--- config.mk ---
export PLATFORM = sky130hd
export DESIGN_NAME = sevseg_dec3
export DESIGN_NICKNAME = d
export VERILOG_FILES = /design/src/rtl/sevseg_pkg.sv /design/src/rtl/sevseg_bin2bcd.sv /design/src/rtl/sevseg_lzb.sv /design/src/rtl/sevseg_digit.sv /design/src/rtl/sevseg_dec3.sv
export SDC_FILE = /design/constraint.sdc
export NUM_CORES = 1
export LEC_CHECK = 0
export ABC_AREA = 1
export BUFFER_PORTS_ARGS = -buffer_cell sky130_fd_sc_hd__buf_2
export CELL_PAD_IN_SITES_DETAIL_PLACEMENT = 1
export CELL_PAD_IN_SITES_GLOBAL_PLACEMENT = 2
export CORE_MARGIN = 4
export CORE_UTILIZATION = 30
export DETAILED_ROUTE_END_ITERATION = 12
export HOLD_SLACK_MARGIN = 0.05
export PLACE_DENSITY_LB_ADDON = 0.1
export SYNTH_ARGS = -nofsm -noshare
export SYNTH_HDL_FRONTEND = slang
export SYNTH_HIERARCHICAL = 1
export SYNTH_SLANG_ARGS = --single-unit
export TNS_END_PERCENT = 20
--- constraint.sdc ---
create_clock -name clk -period 6.76 [get_ports clk]
set_input_delay 0.676 -clock clk [delete_from_list [all_inputs] [get_ports clk]]
set_output_delay 0.676 -clock clk [all_outputs]
set_load 0.02 [all_outputs]
--- src/rtl/sevseg_pkg.sv ---
package sevseg_pkg;
  typedef logic [6:0] seg_t;

  // {g,f,e,d,c,b,a}, bit 0 = a, 1 = lit
  function automatic seg_t glyph(input logic [3:0] d);
    case (d)
      4'd0: glyph = 7'h3F;
      4'd1: glyph = 7'h06;
      4'd2: glyph = 7'h5B;
      4'd3: glyph = 7'h4F;
      4'd4: glyph = 7'h66;
      4'd5: glyph = 7'h6D;
      4'd6: glyph = 7'h7D;
      4'd7: glyph = 7'h07;
      4'd8: glyph = 7'h7F;
      4'd9: glyph = 7'h6F;
      default: glyph = 7'h00;
    endcase
  endfunction
endpackage

--- src/rtl/sevseg_bin2bcd.sv ---
module sevseg_bin2bcd #(
  parameter int BIN_W = 8,
  parameter int N_DIG = 3,
  parameter int TOP_W = 2
) (
  input  logic [BIN_W-1:0]               bin,
  output logic [4*(N_DIG-1)+TOP_W-1:0]   bcd
);
  localparam int FULL_W = 4 * N_DIG;
  localparam int PK_W   = 4 * (N_DIG - 1) + TOP_W;

  logic [FULL_W-1:0] full;

  // shift-and-add-3, fully combinational
  always_comb begin
    full = '0;
    for (int i = BIN_W - 1; i >= 0; i--) begin
      for (int d = 0; d < N_DIG; d++) begin
        if (full[4*d +: 4] >= 4'd5) full[4*d +: 4] = full[4*d +: 4] + 4'd3;
      end
      full = {full[FULL_W-2:0], bin[i]};
    end
  end

  assign bcd = full[PK_W-1:0];

  always_comb begin
    assert_no_carry_out_R12: assert (full[FULL_W-1:PK_W] == '0)
      else $error("conversion exceeded packed width");
    for (int d = 0; d < N_DIG; d++) begin
      assert_digit_range_R12: assert (full[4*d +: 4] <= 4'd9)
        else $error("decimal digit out of range");
    end
  end
endmodule

--- src/rtl/sevseg_lzb.sv ---
module sevseg_lzb #(
  parameter int N_DIG = 3
) (
  input  logic [N_DIG-1:0] dig_zero,
  input  logic             lz_en,
  output logic [N_DIG-1:0] dig_off
);
  logic [N_DIG-1:0] zrun;

  assign zrun[N_DIG-1] = dig_zero[N_DIG-1];
  generate
    for (genvar i = N_DIG - 2; i >= 0; i--) begin : g_run
      assign zrun[i] = zrun[i+1] & dig_zero[i];
    end
    for (genvar i = 1; i < N_DIG; i++) begin : g_off
      assign dig_off[i] = lz_en & zrun[i];
    end
  endgenerate
  assign dig_off[0] = 1'b0;
endmodule

--- src/rtl/sevseg_digit.sv ---
module sevseg_digit
  import sevseg_pkg::*;
(
  input  logic [3:0] digit,
  input  logic       off,
  input  logic       blank,
  input  logic       invert,
  output seg_t       lvl,
  output seg_t       oe
);
  logic hide;
  assign hide = off | blank;
  assign lvl  = (hide ? 7'h00 : glyph(digit)) ^ {7{invert}};
  assign oe   = hide ? 7'h00 : 7'h7F;

  always_comb begin
    if (oe == 7'h00) begin
      assert_unlit_level_R11: assert (lvl == {7{invert}})
        else $error("hidden digit not at unlit level");
    end
  end
endmodule

--- src/rtl/sevseg_dec3.sv ---
module sevseg_dec3
  import sevseg_pkg::*;
#(
  parameter int BIN_W = 8,
  parameter int N_DIG = 3,
  parameter int TOP_W = 2
) (
  input  logic               clk,
  input  logic               rst_n,
  input  logic               in_valid,
  output logic               in_ready,
  input  logic [BIN_W-1:0]   in_value,
  input  logic               blank,
  input  logic               lz_en,
  input  logic               invert,
  output logic [7*N_DIG-1:0] seg_lvl,
  output logic [7*N_DIG-1:0] seg_oe
);
  localparam int PK_W = 4 * (N_DIG - 1) + TOP_W;

  logic [BIN_W-1:0] value_q;
  logic [PK_W-1:0]  bcd;
  logic [N_DIG-1:0] dig_zero;
  logic [N_DIG-1:0] dig_off;
  logic [3:0]       dig [N_DIG];

  assign in_ready = 1'b1;

  always_ff @(posedge clk) begin
    if (!rst_n)                    value_q <= '0;
    else if (in_valid && in_ready) value_q <= in_value;
  end

  sevseg_bin2bcd #(.BIN_W(BIN_W), .N_DIG(N_DIG), .TOP_W(TOP_W)) u_conv (
    .bin(value_q), .bcd(bcd)
  );

  generate
    for (genvar i = 0; i < N_DIG - 1; i++) begin : g_low
      assign dig[i] = bcd[4*i +: 4];
    end
  endgenerate
  assign dig[N_DIG-1] = 4'(bcd[PK_W-1 -: TOP_W]);

  generate
    for (genvar i = 0; i < N_DIG; i++) begin : g_dig
      assign dig_zero[i] = (dig[i] == 4'd0);
      sevseg_digit u_seg (
        .digit(dig[i]), .off(dig_off[i]), .blank(blank), .invert(invert),
        .lvl(seg_lvl[7*i +: 7]), .oe(seg_oe[7*i +: 7])
      );
    end
  endgenerate

  sevseg_lzb #(.N_DIG(N_DIG)) u_lzb (
    .dig_zero(dig_zero), .lz_en(lz_en), .dig_off(dig_off)
  );

  assert_hold_R1: assert property (@(posedge clk) disable iff (!rst_n)
    !in_valid |=> $stable(value_q))
    else $error("held value changed without transfer");

  assert_units_shown_R7: assert property (@(posedge clk) disable iff (!rst_n)
    !blank |-> seg_oe[6:0] == 7'h7F)
    else $error("units digit blanked");

  assert_blank_all_R9: assert property (@(posedge clk) disable iff (!rst_n)
    blank |-> seg_oe == '0)
    else $error("segment enabled while blank");

  assert_top_range_R12: assert property (@(posedge clk) disable iff (!rst_n)
    dig[N_DIG-1] <= 4'd2)
    else $error("hundreds digit out of range");
endmodule

# --- After elaboration in Yosys (flattened, before gate mapping) ---
# Memories as Yosys holds them, arrays and structs flattened.
# Cells that the tools add are included.
# Widths: inputs -> output; s select.
word_totals:
  register_bits: 8
  latchBits: 0
  ram_bits: 0
  mem_bits_ro: 336
  wordCells: 41
  memories: 3
mem_list:
  columns: ["memory", "words", "word_bits", "read_ports", "rd_ports_with_merged_regs", "wr", "line", "text"]
  rows:
  - ["(no name shown)", 16, 7, 1, 0, 0, "sevseg_pkg.sv:6", "case (d)"]
  - ["(no name shown)", 16, 7, 1, 0, 0, "sevseg_pkg.sv:6", null]
  - ["(no name shown)", 16, 7, 1, 0, 0, "sevseg_pkg.sv:6", null]
classes:
  n_addsub: 7
  multipliers: 0
  div: 0
  order_cmp: 7
  eq_ne: 0
  shifts: 0
  mux: 13
  n_bitwise: 8
  reduce_logical: 2
op_table:
  columns: ["op", "n"]
  rows:
  - ["$mux 7", 6]
  - ["$mux 4", 7]
  - ["$xor 7x7->7", 3]
  - ["$add 4x2->4 const B", 5]
  - ["$ge 4x3->1 const B", 5]
  - ["$add 3x2->4 const B", 2]
  - ["$logic_not 4->1", 2]
  - ["$ge 3x3->1 const B", 2]
  - ["$and 1x1->1", 3]
  - ["$or 1x1->1", 2]

# --- Longest topological paths before layout ---
# Gate-level depths: netlist (run 1).
logic_depth:
  ltp_word: 16
  mapped_depth: 43
  depth_no_buf: 42

# --- Cells and area by module ---
# The synthesis (run 1) kept the hierarchy.
modules_own_cells:
  columns: ["mod", "instances", "cells_per_inst", "area_each_um2", "seq_area_each_um2"]
  rows:
  - ["sevseg_digit", 3, 64, 342.8, 0.0]
  - ["sevseg_bin2bcd", 1, 141, 858.3, 0.0]
  - ["sevseg_dec3", 1, 61, 402.9, 160.2]
  - ["sevseg_lzb", 1, 6, 28.8, 0.0]

# --- Least setup slack after synthesis (run 1) ---
# Ideal clock, no wire load.
synth_path:
  kind: "reg-to-output"
  start: "register value_q[6]"
  end: "output seg_lvl[10]"
  arrival_time_ns: 4.259
  required_time_ns: 6.084
  setup_slack_ns: 1.825
  path_stages_with_launch: 40
  n_path_buf: 1
  cell_sequence: "dfxtp_1 -> inv_1 -> ha_1 -> inv_1 -> nand2_4 -> nand2_1 -> nand2_1 -> nand2_2 -> ha_1 -> inv_2 -> or2_2 -> nand2_4 -> nand3_1 -> nand2_1 -> inv_1 -> ha_1 -> inv_1 -> nor2_1 -> (+4 left out) -> nand2_1 -> o2111ai_1 -> nand2_1 -> nand2_4 -> nand2_4 -> nand2_2 -> nand2_1 -> nand2_1 -> nor2_1 -> and2_1 -> inv_1 -> nor2_2 -> nor2_4 -> inv_2 -> nor2_2 -> buf_6 -> nand3_1 -> nand2_1"
synth_between:
  elab_chain_cells: 16
synth_lines:
  columns: ["item", "line", "text"]
  rows:
  - ["from (decl)", "sevseg_dec3.sv:21", "logic [BIN_W-1:0] value_q;"]
  - ["from (signal assigned)", "sevseg_dec3.sv:31", "else if (in_valid && in_ready) value_q <= in_value;"]
  - ["$add 3x2->4 / $ge 3x3->1 (equally long branches)", "sevseg_bin2bcd.sv:19", "if (full[4*d +: 4] >= 4'd5) full[4*d +: 4] = full[4*d +: 4] + 4'd3;"]
  - ["$mux 4 (*)", "sevseg_bin2bcd.sv:19", null]
  - ["$add 4x2->4 / $ge 4x3->1 (equally long branches)", "sevseg_bin2bcd.sv:19", null]
  - ["$mux 4", "sevseg_bin2bcd.sv:19", null]
  - ["$ge 4x3->1 / $add 4x2->4 (equally long branches)", "sevseg_bin2bcd.sv:19", null]
  - ["$mux 4", "sevseg_bin2bcd.sv:19", null]
  - ["$add 4x2->4, or another cell as far along", "sevseg_bin2bcd.sv:19", null]
  - ["$mux 4", "sevseg_bin2bcd.sv:19", null]
  - ["(+2 left out)", null, null]
  - ["net bcd[5]", "sevseg_dec3.sv:22", "logic [PK_W-1:0] bcd;"]
  - ["$logic_not 4->1 (*)", "sevseg_dec3.sv:47", "assign dig_zero[i] = (dig[i] == 4'd0);"]
  - ["net dig_zero[1]", "sevseg_dec3.sv:23", "logic [N_DIG-1:0] dig_zero;"]
  - ["$and 1x1->1 (*)", "sevseg_lzb.sv:13", "assign zrun[i] = zrun[i+1] & dig_zero[i];"]
  - ["$and 1x1->1 (*)", "sevseg_lzb.sv:16", "assign dig_off[i] = lz_en & zrun[i];"]
  - ["net dig_off[1]", "sevseg_dec3.sv:24", "logic [N_DIG-1:0] dig_off;"]
  - ["$or 1x1->1 (*)", "sevseg_digit.sv:12", "assign hide = off | blank;"]
  - ["$mux 7 (*)", "sevseg_digit.sv:13", "assign lvl = (hide ? 7'h00 : glyph(digit)) ^ {7{invert}};"]
  - ["$xor 7x7->7 (*)", "sevseg_digit.sv:13", null]
  - ["to (decl)", "sevseg_dec3.sv:16", "output logic [7*N_DIG-1:0] seg_lvl,"]
# The timed path passes the listed nets; every way through them passes the cells marked *.

# --- Worst setup path after layout (run 1) ---
layout_path:
  start: "register value_q[6]"
  end: "output seg_lvl[12]"
# Same word-level chain as after synthesis.

==> out/results.tsv, run 1 <==
metric	value	unit
Power, Total	0.679	mW
Final Slew Violations	0	
# resized after CTS	0	
sw power	0.408	mW
area of the mapped netlist	2300	um2
number of I/O port buffers	55	
postcts setup bufs	0	
GR Util All Layers	11.2	%
clock skew	0	ns
diode count	0	
Setup violations, final	0	
Pre-antenna DRT Iters	4	
Regs by FF count	value_q (8)	
final estimated routing congestion in global placement	0.782	
H-tree Lvls	1	
status	complete, no violations	
Vias/cell	4.23	
vias in the first global route	2076	
row cnt	31	
crit path max fanout	12	
first-pass GRT wire length	8740	um
Max Freq	178	MHz
crit end category	output port	
core area	7370	um2
slowest CP cell	dfxtp_1	
clock buffer depth	2	
Placed Cells incl. Taps	529	
hold buffers post-CTS	0	
Mapped Cells	397	
Root Buffer	clkbuf_8	
full die area	9150	um2
hold_ws	0.499	ns
Setup TNS	0	ns
CP Data Required Time	6.08	ns
vias	2252	
slowest stage delay, CP	0.39	ns
clock transition at the registers of the reported paths	0.04	ns
Die Span Y	95.7	um
Crit Path Category	register to output port	
Crit path arrival time	4.94	ns
Final Util	34.3	%
Least-Margin Pin Slew	0.581	ns
I/O Pins	57	
cell-internal power	0.271	mW
DRC viols	0	
Iter 0 DRT Violations	29	
Layout Nets	471	
crit-path most repeated cell	nand2_1	
max cap viols	0	
pin count of the biggest net entering global routing	22	
CTS Sinks	8	
Pleak	1.52	nW
Largest Register	value_q	
Synth Area per Inst	5.81	um2
Power per Cell Area	268	nW/um2
Final Worst Setup Slack	1.14	ns
min-delay worst type	register to register	
Final Hold Fails	0	
Routed WL	5010	um
TritonCTS Buffers	3	
Clk pwr share	8.2	%
layout cells sized above 1	27.0	%
antenna violations before repair	0	
post-route antenna net violation count	0	
max FFs per register	8	
DIE WIDTH	95.7	um
crit start category	register	
max_slew headroom	60.9	%
starting density of the core	31.3	%
Tmin final	5.62	ns
WL/cell	9.42	um
Area Growth Syn to Fin	9.83	%
Post-DP Area	2490	um2
latest clock arrival within the worst-skew pair	0.22	ns
GRT overflow	0	
Non-Filler Instances	532	
Net Sw Frac	60.0	%
CTS tree	yes	
RSZ-0062 raised after global routing	false	
post-route design area	2530	um2
Post-Place Worst Slack	1.30	ns
Max VDD drop	0.0862	mV
hpwl dp	4420	um
Tcrit/Tclk final	83.1	%
Reg power frac	8.1	%
Ys Warns	6	
combinational power share	83.7	%
-- worst max-delay path, delay by kind of cell (launching register included) --
family / cells / cell delay, ns
AO/OA/AOI/OAI: 1 / 0.10
adder cells (fa/ha/maj): 4 / 0.69
buffers and inverters: 9 / 0.77
flip-flops: 1 / 0.39
AND/OR/NAND/NOR: 25 / 2.75
-- power groups by stage --
stage / Combinational (mW) / Sequential [mW] / Clock, mW
floorplan: 0.480 / 0.0545 / 0
global placement: 0.578 / 0.0556 / 0
detailed placement: 0.579 / 0.0559 / 0
CTS: 0.581 / 0.0551 / 0.0589
global route: 0.661 / 0.0556 / 0.0615
finish: 0.569 / 0.0549 / 0.0557
-- placed cells by master (no fill, tap or decap) --
cell type	count
or2_2	1
nand2_4	13
nand3_2	4
nand4_1	2
nand4_2	1
conb_1	8
inv_1	57
nand2_2	13
clkbuf_8	3
o2111ai_1	1
xor2_2	1
nor2_2	6
nor2_4	3
ha_1	22
o21ai_2	2
and2_1	1
nor2_1	27
inv_2	12
nand2_1	134
nand3_1	51
o21ai_0	1
a21oi_1	1
a21oi_4	1
dfxtp_1	8
nand3_4	2
buf_2	55
xor2_1	3
-- area by class of cell --
| class | instances | area (um2) |
|---|---|---|
| fillers | 1041 | 4840 |
| clock buffers | 3 | 41.3 |
| inverters | 69 | 259 |
| repair buffers | 55 | 275 |
| flip-flops and latches | 8 | 160 |
| well taps | 99 | 124 |
| multi-input cells | 298 | 1670 |
-- per-layer routing --
metal  GRT usage (%)  part of all wire, %  up-vias
met2            19.2                   46       42
met4            2.84                 0.82        0
li1                -                    -     1238
met5               0                    0        -
met3           0.631                  4.4        4
met1            15.3                   49      968
-- path summary, 6_finish.rpt --
path | startpoint | end | slack (ns) | depth (start not counted)
min reg2reg | value_q[1]$_SDFFE_PN0P_ | value_q[1]$_SDFFE_PN0P_ | 0.50 | 2
min | value_q[1]$_SDFFE_PN0P_ | value_q[1]$_SDFFE_PN0P_ | 0.50 | 2
max reg2reg | value_q[7]$_SDFFE_PN0P_ | value_q[7]$_SDFFE_PN0P_ | 6.11 | 2
max | value_q[6]$_SDFFE_PN0P_ | seg_lvl[12] | 1.14 | 39
(Power assumes the default switching activity.)
==> run 2, diff against run 1 <==
- CORE_UTILIZATION: 30 -> 25
- clock period: 6.76 -> 4.9 ns (I/O delays scaled with it)
==> run 2 against run 1 <==
  * Worst setup slack got worse by 0.85 ns
  * Sequential power increased by 38%
  * Sequential share of layout area decreased by 0.65 points
  * Critical path type unchanged
  * Largest cell class unchanged
==> out/results.tsv, run 2 (same netlist as run 1, synthesis figures left out) <==
metric	value	unit
Setup violations, final	0	
Power, Total	1.09	mW
GR Util All Layers	10.0	%
Final Slew Violations	0	
core area	8850	um2
status	complete, no violations	
GRT overflow	0	
Final Hold Fails	0	
Area Growth Syn to Fin	26.2	%
Routed WL	5580	um
pin count of the biggest net entering global routing	22	
first-pass GRT wire length	9850	um
layout cells sized above 1	36.6	%
critical path startpoint	value_q[5]$_SDFFE_PN0P_	
H-tree Lvls	1	
max FFs per register	8	
Crit Path Category	register to output port	
metal3 WL	173	um
crit path max fanout	5	
slowest stage delay, CP	0.35	ns
Least-Margin Pin Slew	0.634	ns
Critical Path End	seg_lvl[10]	
crit-path most repeated cell	nand2_1	
M1 WL	2770	um
crit start category	register	
CTS tree	yes	
Power per Cell Area	375	nW/um2
row cnt	34	
slowest CP cell	dfxtp_4	
Layout Nets	492	
post-route antenna net violation count	0	
r2r worst-path depth	3	
CP Data Required Time	4.41	ns
DRC viols	0	
final estimated routing congestion in global placement	0.741	
Pleak	1.65	nW
TritonCTS Buffers	3	
commonest cells after routing, fill and taps aside	nand2_1 (127), inv_1 (50), nand3_1 (48), buf_2 (48), nor2_1 (24)	
Tmin final	4.61	ns
Crit Reg-Reg Endpoint	value_q[6]$_SDFFE_PN0P_	
Regs by FF count	value_q (8)	
starting density of the core	26.0	%
hpwl dp	4570	um
Max Used Layer	met4	
antenna violations before repair	0	
Iter 0 DRT Violations	36	
Max Freq	217	MHz
Crit path arrival time	4.12	ns
I/O Pins	57	
min-delay worst type	register to register	
Tcrit/Tclk final	94.0	%
max_slew headroom	57.3	%
Die Span Y	104	um
CTS Sinks	8	
vias in the first global route	2279	
Vias/cell	4.16	
Root Buffer	clkbuf_8	
latest clock arrival within the worst-skew pair	0.22	ns
crit end category	output port	
clock skew	0	ns
clock transition at the registers of the reported paths	0.04	ns
Largest Register	value_q	
Max VDD drop	0.134	mV
Final Util	32.9	%
vias	2338	
Pre-antenna DRT Iters	4	
diode count	0	
number of I/O port buffers	55	
commonest non-fill, non-tap cell in the layout	nand2_1	
full die area	10800	um2
DIE WIDTH	104	um
r2r setup slk	4.20	ns
hold buffers post-CTS	0	
clock buffer depth	2	
max cap viols	0	
WL/cell	9.93	um
reg2reg start	value_q[6]$_SDFFE_PN0P_	
met2 WL post-DR	2630	um
## run 2: cell types whose count changed in the layout (fill, tap and decap cells not counted), moves of 4 or more
cell	previous run	this run
inv_2	12	17
buf_6	0	5
ha_1	22	16
buf_4	0	23
ha_4	0	4
nand2_1	134	127
inv_1	57	50
nand2_2	13	17
nor2_4	3	8
buf_2	55	48
## run 2: cell type report
type / count / area [um2]
fill: 1226 / 5940
multi-input combinational: 298 / 1830
timing repair buffer: 76 / 469
inverter: 69 / 264
sequential: 8 / 165
tap: 108 / 135
clock buffer: 3 / 41.3
## run 2: report_power, final
part	switching [mW]	total, mW	internal, mW
logic	0.587	0.938	0.351
registers	0.00593	0.0760	0.0701
clock network	0.0241	0.0772	0.0531
total	0.617	1.09	0.474
## run 2: worst max-delay path, delay by kind of cell, from the launching register on
family	cells	cell delay [ns]
AOI/OAI and AO/OA	1	0.07
adders and majority gates	4	0.69
buffers and inverters	8	0.66
DFF	1	0.35
and+or+nand+nor	24	2.09
## run 2: timing repair
item,4_1_cts,5_1_grt
endpoints found under the setup margin,20,28
gates cloned,1,0
gates resized for setup,23,37
endpoints found under the hold margin,0,0
buffers inserted,7,7
pin swaps,11,29
## run 2: through the flow
step | area, um2 | hold WS [ns] | setup TNS, ns | cells | setup slack [ns]
2_1_floorplan | 2320 | 0.450 | 0 | 402 | 0.151
3_3_place_gp | 2550 | 0.497 | 0 | 544 | 0.116
3_5_place_dp | 2550 | 0.501 | -0.389 | 544 | -0.0526
4_1_cts | 2710 | 0.507 | 0 | 555 | 0.0355
5_1_grt | 2910 | 0.529 | -0.226 | 562 | -0.0410
6_report | 2910 | 0.511 | 0 | 562 | 0.295
## run 2: per-layer routing
layer / up-vias / track usage [%]
li1: 1286 / -
met3: 2 / 0.993
met1: 1012 / 12.8
met2: 38 / 18.4
met5: - / 0
met4: 0 / 1.71
## run 2: worst min-delay path by stage
stage,startpoint,end,slack (ns),cells past startpoint
6_report,value_q[1]$_SDFFE_PN0P_,value_q[1]$_SDFFE_PN0P_,0.51,2
5_1_grt,value_q[1]$_SDFFE_PN0P_,value_q[1]$_SDFFE_PN0P_,0.53,2
4_1_cts,value_q[1]$_SDFFE_PN0P_,value_q[1]$_SDFFE_PN0P_,0.51,2
3_5_place_dp,value_q[1]$_SDFFE_PN0P_,value_q[1]$_SDFFE_PN0P_,0.50,2
3_3_place_gp,value_q[1]$_SDFFE_PN0P_,value_q[1]$_SDFFE_PN0P_,0.50,2
2_1_floorplan,value_q[0]$_SDFFE_PN0P_,value_q[0]$_SDFFE_PN0P_,0.45,2
